==> src/rtl/cgb_pkg.sv <==
package cgb_pkg;

    localparam int unsigned OFS_STATUS = 0;
    localparam int unsigned OFS_SET    = 4;
    localparam int unsigned OFS_CLR    = 8;

    typedef enum logic [1:0] {
        RGN_NONE   = 2'd0,
        RGN_STATUS = 2'd1,
        RGN_SET    = 2'd2,
        RGN_CLR    = 2'd3
    } cgb_region_e;

    function automatic cgb_region_e cgb_classify(input logic [31:0] ofs);
        cgb_region_e r;
        case (ofs)
            OFS_STATUS: r = RGN_STATUS;
            OFS_SET:    r = RGN_SET;
            OFS_CLR:    r = RGN_CLR;
            default:    r = RGN_NONE;
        endcase
        return r;
    endfunction

endpackage

==> src/rtl/cgb_wr_decode.sv <==
module cgb_wr_decode
    import cgb_pkg::*;
#(
    parameter int unsigned ADDR_W    = 8,
    parameter int unsigned DATA_W    = 32,
    parameter int unsigned NUM_GATES = 16,
    parameter logic [ADDR_W-1:0] BASE_ADDR = '0
) (
    input  logic                 wr_en,
    input  logic [ADDR_W-1:0]    wr_addr,
    input  logic [DATA_W-1:0]    wr_data,
    output logic [NUM_GATES-1:0] set_mask,
    output logic [NUM_GATES-1:0] clr_mask
);

    logic [ADDR_W-1:0] ofs;
    cgb_region_e       rgn;

    always_comb begin
        ofs      = wr_addr - BASE_ADDR;
        rgn      = cgb_classify(32'(ofs));
        set_mask = '0;
        clr_mask = '0;
        if (wr_en) begin
            if (rgn == RGN_SET) set_mask = wr_data[NUM_GATES-1:0];
            if (rgn == RGN_CLR) clr_mask = wr_data[NUM_GATES-1:0];
        end
    end

endmodule

==> src/rtl/cgb_gate_state.sv <==
module cgb_gate_state #(
    parameter int unsigned NUM_GATES    = 16,
    parameter int unsigned NUM_WR_PORTS = 2,
    parameter logic [NUM_GATES-1:0] RESET_MASK = '1
) (
    input  logic                              clk,
    input  logic                              rst_n,
    input  logic [NUM_WR_PORTS*NUM_GATES-1:0] set_masks,
    input  logic [NUM_WR_PORTS*NUM_GATES-1:0] clr_masks,
    output logic [NUM_GATES-1:0]              gates
);

    typedef struct packed {
        logic [NUM_GATES-1:0] on;
    } gate_state_t;

    gate_state_t st_d, st_q;
    logic [NUM_GATES-1:0] set_any, clr_any;

    always_comb begin
        set_any = '0;
        clr_any = '0;
        for (int p = 0; p < int'(NUM_WR_PORTS); p++) begin
            set_any = set_any | set_masks[p*NUM_GATES +: NUM_GATES];
            clr_any = clr_any | clr_masks[p*NUM_GATES +: NUM_GATES];
        end
        st_d    = st_q;
        st_d.on = (st_q.on | set_any) & ~clr_any;
    end

    always_ff @(posedge clk or negedge rst_n) begin
        if (!rst_n) st_q.on <= RESET_MASK;
        else        st_q    <= st_d;
    end

    assign gates = st_q.on;

endmodule

==> src/rtl/cgb_rd_port.sv <==
module cgb_rd_port
    import cgb_pkg::*;
#(
    parameter int unsigned ADDR_W    = 8,
    parameter int unsigned DATA_W    = 32,
    parameter int unsigned NUM_GATES = 16,
    parameter logic [ADDR_W-1:0] BASE_ADDR = '0
) (
    input  logic                 clk,
    input  logic                 rst_n,
    input  logic                 rd_en,
    input  logic [ADDR_W-1:0]    rd_addr,
    input  logic [NUM_GATES-1:0] gates,
    output logic [DATA_W-1:0]    rd_data
);

    typedef struct packed {
        logic [DATA_W-1:0] data;
    } rd_state_t;

    rd_state_t rs_d, rs_q;
    logic [ADDR_W-1:0] ofs;

    always_comb begin
        ofs  = rd_addr - BASE_ADDR;
        rs_d = rs_q;
        if (rd_en) begin
            rs_d.data = '0;
            if (cgb_classify(32'(ofs)) == RGN_STATUS)
                rs_d.data[NUM_GATES-1:0] = gates;
        end
    end

    always_ff @(posedge clk or negedge rst_n) begin
        if (!rst_n) rs_q <= '0;
        else        rs_q <= rs_d;
    end

    assign rd_data = rs_q.data;

endmodule

==> src/rtl/clk_gate_bank.sv <==
module clk_gate_bank #(
    parameter int unsigned ADDR_W       = 8,
    parameter int unsigned DATA_W       = 32,
    parameter int unsigned NUM_GATES    = 16,
    parameter int unsigned NUM_WR_PORTS = 2,
    parameter logic [ADDR_W-1:0]    BASE_ADDR  = 8'h20,
    parameter logic [NUM_GATES-1:0] RESET_MASK = '1
) (
    input  logic                           clk,
    input  logic                           rst_n,
    input  logic [NUM_WR_PORTS-1:0]        wr_en,
    input  logic [NUM_WR_PORTS*ADDR_W-1:0] wr_addr,
    input  logic [NUM_WR_PORTS*DATA_W-1:0] wr_data,
    input  logic                           rd_en,
    input  logic [ADDR_W-1:0]              rd_addr,
    output logic [DATA_W-1:0]              rd_data,
    output logic [NUM_GATES-1:0]           gate_en
);

    localparam int unsigned MASK_W = NUM_WR_PORTS * NUM_GATES;

    logic [MASK_W-1:0] set_masks, clr_masks;

    for (genvar p = 0; p < NUM_WR_PORTS; p++) begin : g_wr
        cgb_wr_decode #(
            .ADDR_W(ADDR_W), .DATA_W(DATA_W),
            .NUM_GATES(NUM_GATES), .BASE_ADDR(BASE_ADDR)
        ) u_dec (
            .wr_en   (wr_en[p]),
            .wr_addr (wr_addr[p*ADDR_W +: ADDR_W]),
            .wr_data (wr_data[p*DATA_W +: DATA_W]),
            .set_mask(set_masks[p*NUM_GATES +: NUM_GATES]),
            .clr_mask(clr_masks[p*NUM_GATES +: NUM_GATES])
        );
    end

    cgb_gate_state #(
        .NUM_GATES(NUM_GATES), .NUM_WR_PORTS(NUM_WR_PORTS),
        .RESET_MASK(RESET_MASK)
    ) u_state (
        .clk      (clk),
        .rst_n    (rst_n),
        .set_masks(set_masks),
        .clr_masks(clr_masks),
        .gates    (gate_en)
    );

    cgb_rd_port #(
        .ADDR_W(ADDR_W), .DATA_W(DATA_W),
        .NUM_GATES(NUM_GATES), .BASE_ADDR(BASE_ADDR)
    ) u_rd (
        .clk    (clk),
        .rst_n  (rst_n),
        .rd_en  (rd_en),
        .rd_addr(rd_addr),
        .gates  (gate_en),
        .rd_data(rd_data)
    );

endmodule

==> config.mk <==
export PLATFORM = sky130hd
export DESIGN_NAME = clk_gate_bank
export DESIGN_NICKNAME = d
export VERILOG_FILES = /design/src/rtl/cgb_pkg.sv /design/src/rtl/cgb_wr_decode.sv /design/src/rtl/cgb_gate_state.sv /design/src/rtl/cgb_rd_port.sv /design/src/rtl/clk_gate_bank.sv
export SDC_FILE = /design/constraint.sdc
export NUM_CORES = 1
export LEC_CHECK = 0
export ABC_CLOCK_PERIOD_IN_PS = 1700
export BUFFER_PORTS_ARGS = -buffer_cell sky130_fd_sc_hd__buf_4
export CORE_MARGIN = 2
export CORE_UTILIZATION = 52
export DETAILED_ROUTE_END_ITERATION = 10
export PLACE_DENSITY = 0.95
export SLEW_MARGIN = 20
export SYNTH_ARGS = -nofsm -noshare
export SYNTH_HDL_FRONTEND = slang
export SYNTH_HIERARCHICAL = 1
export SYNTH_SLANG_ARGS = --single-unit
==> constraint.sdc <==
create_clock -name clk -period 1.7 [get_ports clk]
set_clock_uncertainty 0.2 [all_clocks]
set_input_delay 0.085 -clock clk [delete_from_list [all_inputs] [get_ports clk]]
set_output_delay 0.085 -clock clk [all_outputs]
set_load 0.01 [all_outputs]
* Word level (Yosys, flattened, before mapping)
Index checks and enable logic that the tools add are counted.
Cells by class: $add $sub $neg 3, multipliers 0, div/mod/pow operators 0, $lt $le $gt $ge 0, equal/unequal tests 11, shift operators 0, multiplexer cells 13, bitwise gates (word level) 5, reduce and logical (&&, ||, !) cells 3
Operators with widths (number):
- $mux W16 | 9
- $or A16 B16 Y16 | 3
- $eq A8 B3 Y1 const B | 3
- $eq A8 B4 Y1 const B | 3
- $logic_not A8 Y1 | 3
- $sub A8 B6 Y8 const B | 3
- $pmux W2 S3 | 3
- $and A16 B16 Y16 | 1
- $not A16 Y16 | 1
- $eq A2 B2 Y1 const B | 4
- $eq A2 B1 Y1 const B | 1
- $mux W2 | 1
Word-level totals: register bits after elaboration 32, latch bits 0, RAM bits 0, bits in read-only memories 0, input port bits 93, output and inout bits 48, word-level logic and storage cells 37, memories 0

* Logic depth before layout (Yosys ltp)
depth after elaboration 9, gate-level depth with buffers 7, mapped depth without buffers 6

* Modules after synthesis
The synthesis kept the hierarchy.
Modules (own cells, without submodules):
- cgb_wr_decode | instances 2, cells an instance 86, area each 837.1 um^2, sequential area each 0.0 um^2
- cgb_rd_port | instances 1, cells an instance 91, area each 909.6 um^2, sequential area each 400.4 um^2
- cgb_gate_state | instances 1, cells an instance 48, area each 580.6 um^2, sequential area each 420.4 um^2

* Worst setup path before layout
OpenSTA, ideal clock, no wires.
path type input to register, start point in wr_addr[13], end point reg u_state.st_q, in the netlist u_state/gates[0], setup time 0.082 ns, data arrival time 1.160 ns, required time 1.418 ns, setup slack 0.258 ns, stages on the path 7, buffers on the path 1, cell sequence inv_1 ha_1 nand4b_4 buf_6 nor4_2 nor3_1 nor3_1
RTL lines:
- from (decl) | line clk_gate_bank.sv:12 | input logic [NUM_WR_PORTS*ADDR_W-1:0] wr_addr,
- to (signal assigned) | line cgb_gate_state.sv:33 | else st_q <= st_d;
- to (decl) | line cgb_gate_state.sv:17 | gate_state_t st_d, st_q;

==> impl_results.md <==
- CP max FO: 15
- Area of the mapped netlist: 0.00316 sq mm
- Total congestion overflow: 0
- Final period demand of the worst path: about 1.6 ns
- DP HPWL: 5310 um
- WL per Instance: 16.4 um
- DRT antenna net count: 0
- Die area: 0.00672 sq mm
- Fin util: 0.695
- Sink Count: 32
- RSZ-0062 raised after global routing: false
- Max Freq: 0.613 GHz
- Hold WC Path Type: in -> reg
- Initial core utilization: 0.538
- Clock root buffer master: clkbuf_8
- Layout cells sized above 1: 0.524
- Die W: 82.0 um
- Die Y-Extent: ~82 um
- Core area: 0.00589 sq mm
- DRC viols: 0
- Detailed Route Iter0 Violations: 216
- Final setup viols: 0
- Synth-to-Final Area Change: 29.3%
- Pins Over Slew Limit: 0
- Asr flop ratio synth: 1.00
- # IOs: 141
- Number of global-route vias before repair: 2494
- Final wirelength: 7740 um
- Via density: 5.77
- FILL cells: 426
- Top FF cell, synth: dfstp_2
- Rows: 28
- Worst EP arrival: about 1.6 ns
- Final worst-path cycle share: 0.959
- YS warnings: 6
- CTS Buf Count: 5
- Global-route wire length before repair: between 10000 and 15000 um
- Final Power: 0.00240 W
- VDD IR max: ~0.37 mV
- Max Cap Viol: 0
- PwrDens: 586 mW/mm^2
- Post-synth top area share: 0.214
- Most common cell in the netlist: nand3b_1
- Antenna diodes: 0
- Outcome: completed
- Crit path required time: 1.69 ns
- CTS tree: yes
- Final hold violations: 0
- Clock latency on the worst-skew pair: ~0.28 ns
- CP Class: in -> reg
- CP endpoint kind: flop
- Yosys cell types: 23
- Sequential element share of the synthesized area: 0.259
- Placer Congestion: 0.797
- Gate count of the mapped netlist: slightly above 300
- Number of antenna violations at the first check in global routing: 0
- Yosys top cell by area: nor4_2
- Vias: between 2k and 3k
- Reg clk slew, reported paths: 0.07 ns
- EDFF count, synth: 0
- Avg Inst Size Synth: 10.2 sq um
- Largest net degree at the start of global routing: 33
- GRT Util Overall: 0.230
- CTS max path bufs: 2
- Largest cells by area after synthesis: nor4_2, nand3b_1, dfstp_2, dfrtp_1, buf_6
- R2R depth: 2
- Setup TNS: 0 ns
- Worst setup SP type: primary input
- Hold Crit Depth: 4
- Drt pass-1 iters: 5
- # H-tree levels: 2
- Final net count: around 500
- Static leakage power: 1.49 nW
- #FFs+latches synth: 32
- Port buffer count: 92
- Top post-synthesis cells by count: nand3b_1, nor4_2, inv_1
## sequential cells by signal, indices dropped and copies added, names as in the netlist
register / flops
u_rd/rd_data: 16
u_state/gates: 16
## logic make-up after synthesis
group,count (synthesis),synth area share
AOI/OAI and AO/OA,16,0.0514
buffers and inverters,89,0.168
and+or+nand+nor,167,0.500
other,1,0.00119
DFF,32,0.259
adders and majority gates,3,0.0119
xor gates and xnor gates,3,0.00831
## layout make-up
| cell class | count | area (sq um) | share of cell area |
|---|---|---|---|
| Multi-Input combinational cell | 206 | 1930 | 0.472 |
| Timing Repair Buffer | 113 | 976 | 0.238 |
| Sequential cell | 32 | 821 | 0.201 |
| Inverter | 38 | 143 | 0.0349 |
| Clock buffer | 7 | 96.3 | 0.0235 |
| Tap cell | 75 | 93.8 | 0.0229 |
| Clock inverter | 1 | 30.0 | 0.00734 |
## worst paths after layout
path	end	slack [ns]	startpoint
worst max-delay path	u_state/gates[4]$_DFF_PN1_	0.07	wr_addr[13]
worst min-delay path	u_state/gates[2]$_DFF_PN1_	0.007	wr_data[2]
worst max register to register	u_state/gates[4]$_DFF_PN1_	0.56	u_state/gates[4]$_DFF_PN1_
worst min register to register	u_rd/rd_data[11]$_DFFE_PN0P_	0.32	u_state/gates[11]$_DFF_PN1_
max in group asynchronous	u_state/gates[12]$_DFF_PN1_	0.90	rst_n
min in group asynchronous	u_rd/rd_data[13]$_DFFE_PN0P_	0.07	rst_n
## worst max-delay path, stage by stage
cell and delay, ns:
buf_4 0.12, inv_1 0.05, ha_1 0.40, xor2_4 0.15, buf_12 0.18, nor4_2 0.28
nor3_1 0.12, nor3_1 0.22
## per-layer routing
metal | global-route usage | part of all wire
met4 | 0.110 | 0.026
met2 | 0.359 | 0.48
met5 | 0 | 0
met1 | 0.315 | 0.42
met3 | 0.0297 | 0.077
## through the flow
stage,area (sq um),setup slack (ns),cells,hold slack (ns)
6_report,4090,0.0698,472,0.00661
2_1_floorplan,3220,0.258,326,-0.411
5_1_grt,4090,0.0193,472,0.0277
3_5_place_dp,3780,-0.601,450,-0.164
4_1_cts,4040,0.0390,468,0.00230
3_3_place_gp,3760,-0.504,449,-0.164
## report_power, final
group / switching (W) / internal, W
Sequential: 0.0000460 / 0.000837
Clock: 0.000273 / 0.000517
Combinational: 0.000395 / 0.000328
## repair_timing
action,4_1_cts,5_1_grt
setup endpoints to repair,16,10
hold buffers,8,0
endpoints found under the hold margin,40,0
pin swaps,2,2
buffers inserted,1,4
gates cloned,1,0
gates resized for setup,1,0
## layout by cell type (no fill, tap or decap)
cell type      netlist  final
conb_1               1     16
nor3_1              32     32
xor2_4               0      3
inv_1               38     38
nor4_4               6      6
buf_12               0      7
nor4_2              54     54
buf_16               0      1
ha_1                 3      3
nor4b_4              1      1
nor3b_1              1      1
dlygate4sd3_1        0      8
nand4_4              1      1
xnor2_1              1      1
or2_2                0      2
dfstp_2             16     16
buf_4               22     97
nor4_1               4      4
bufinv_16            0      1
o22ai_2             10     10
o22ai_1              6      6
dfrtp_1             16     16
nand4b_4             2      2
nand3b_1            64     64
clkbuf_8             0      7
No activity file was read; power rests on OpenSTA's default activity.
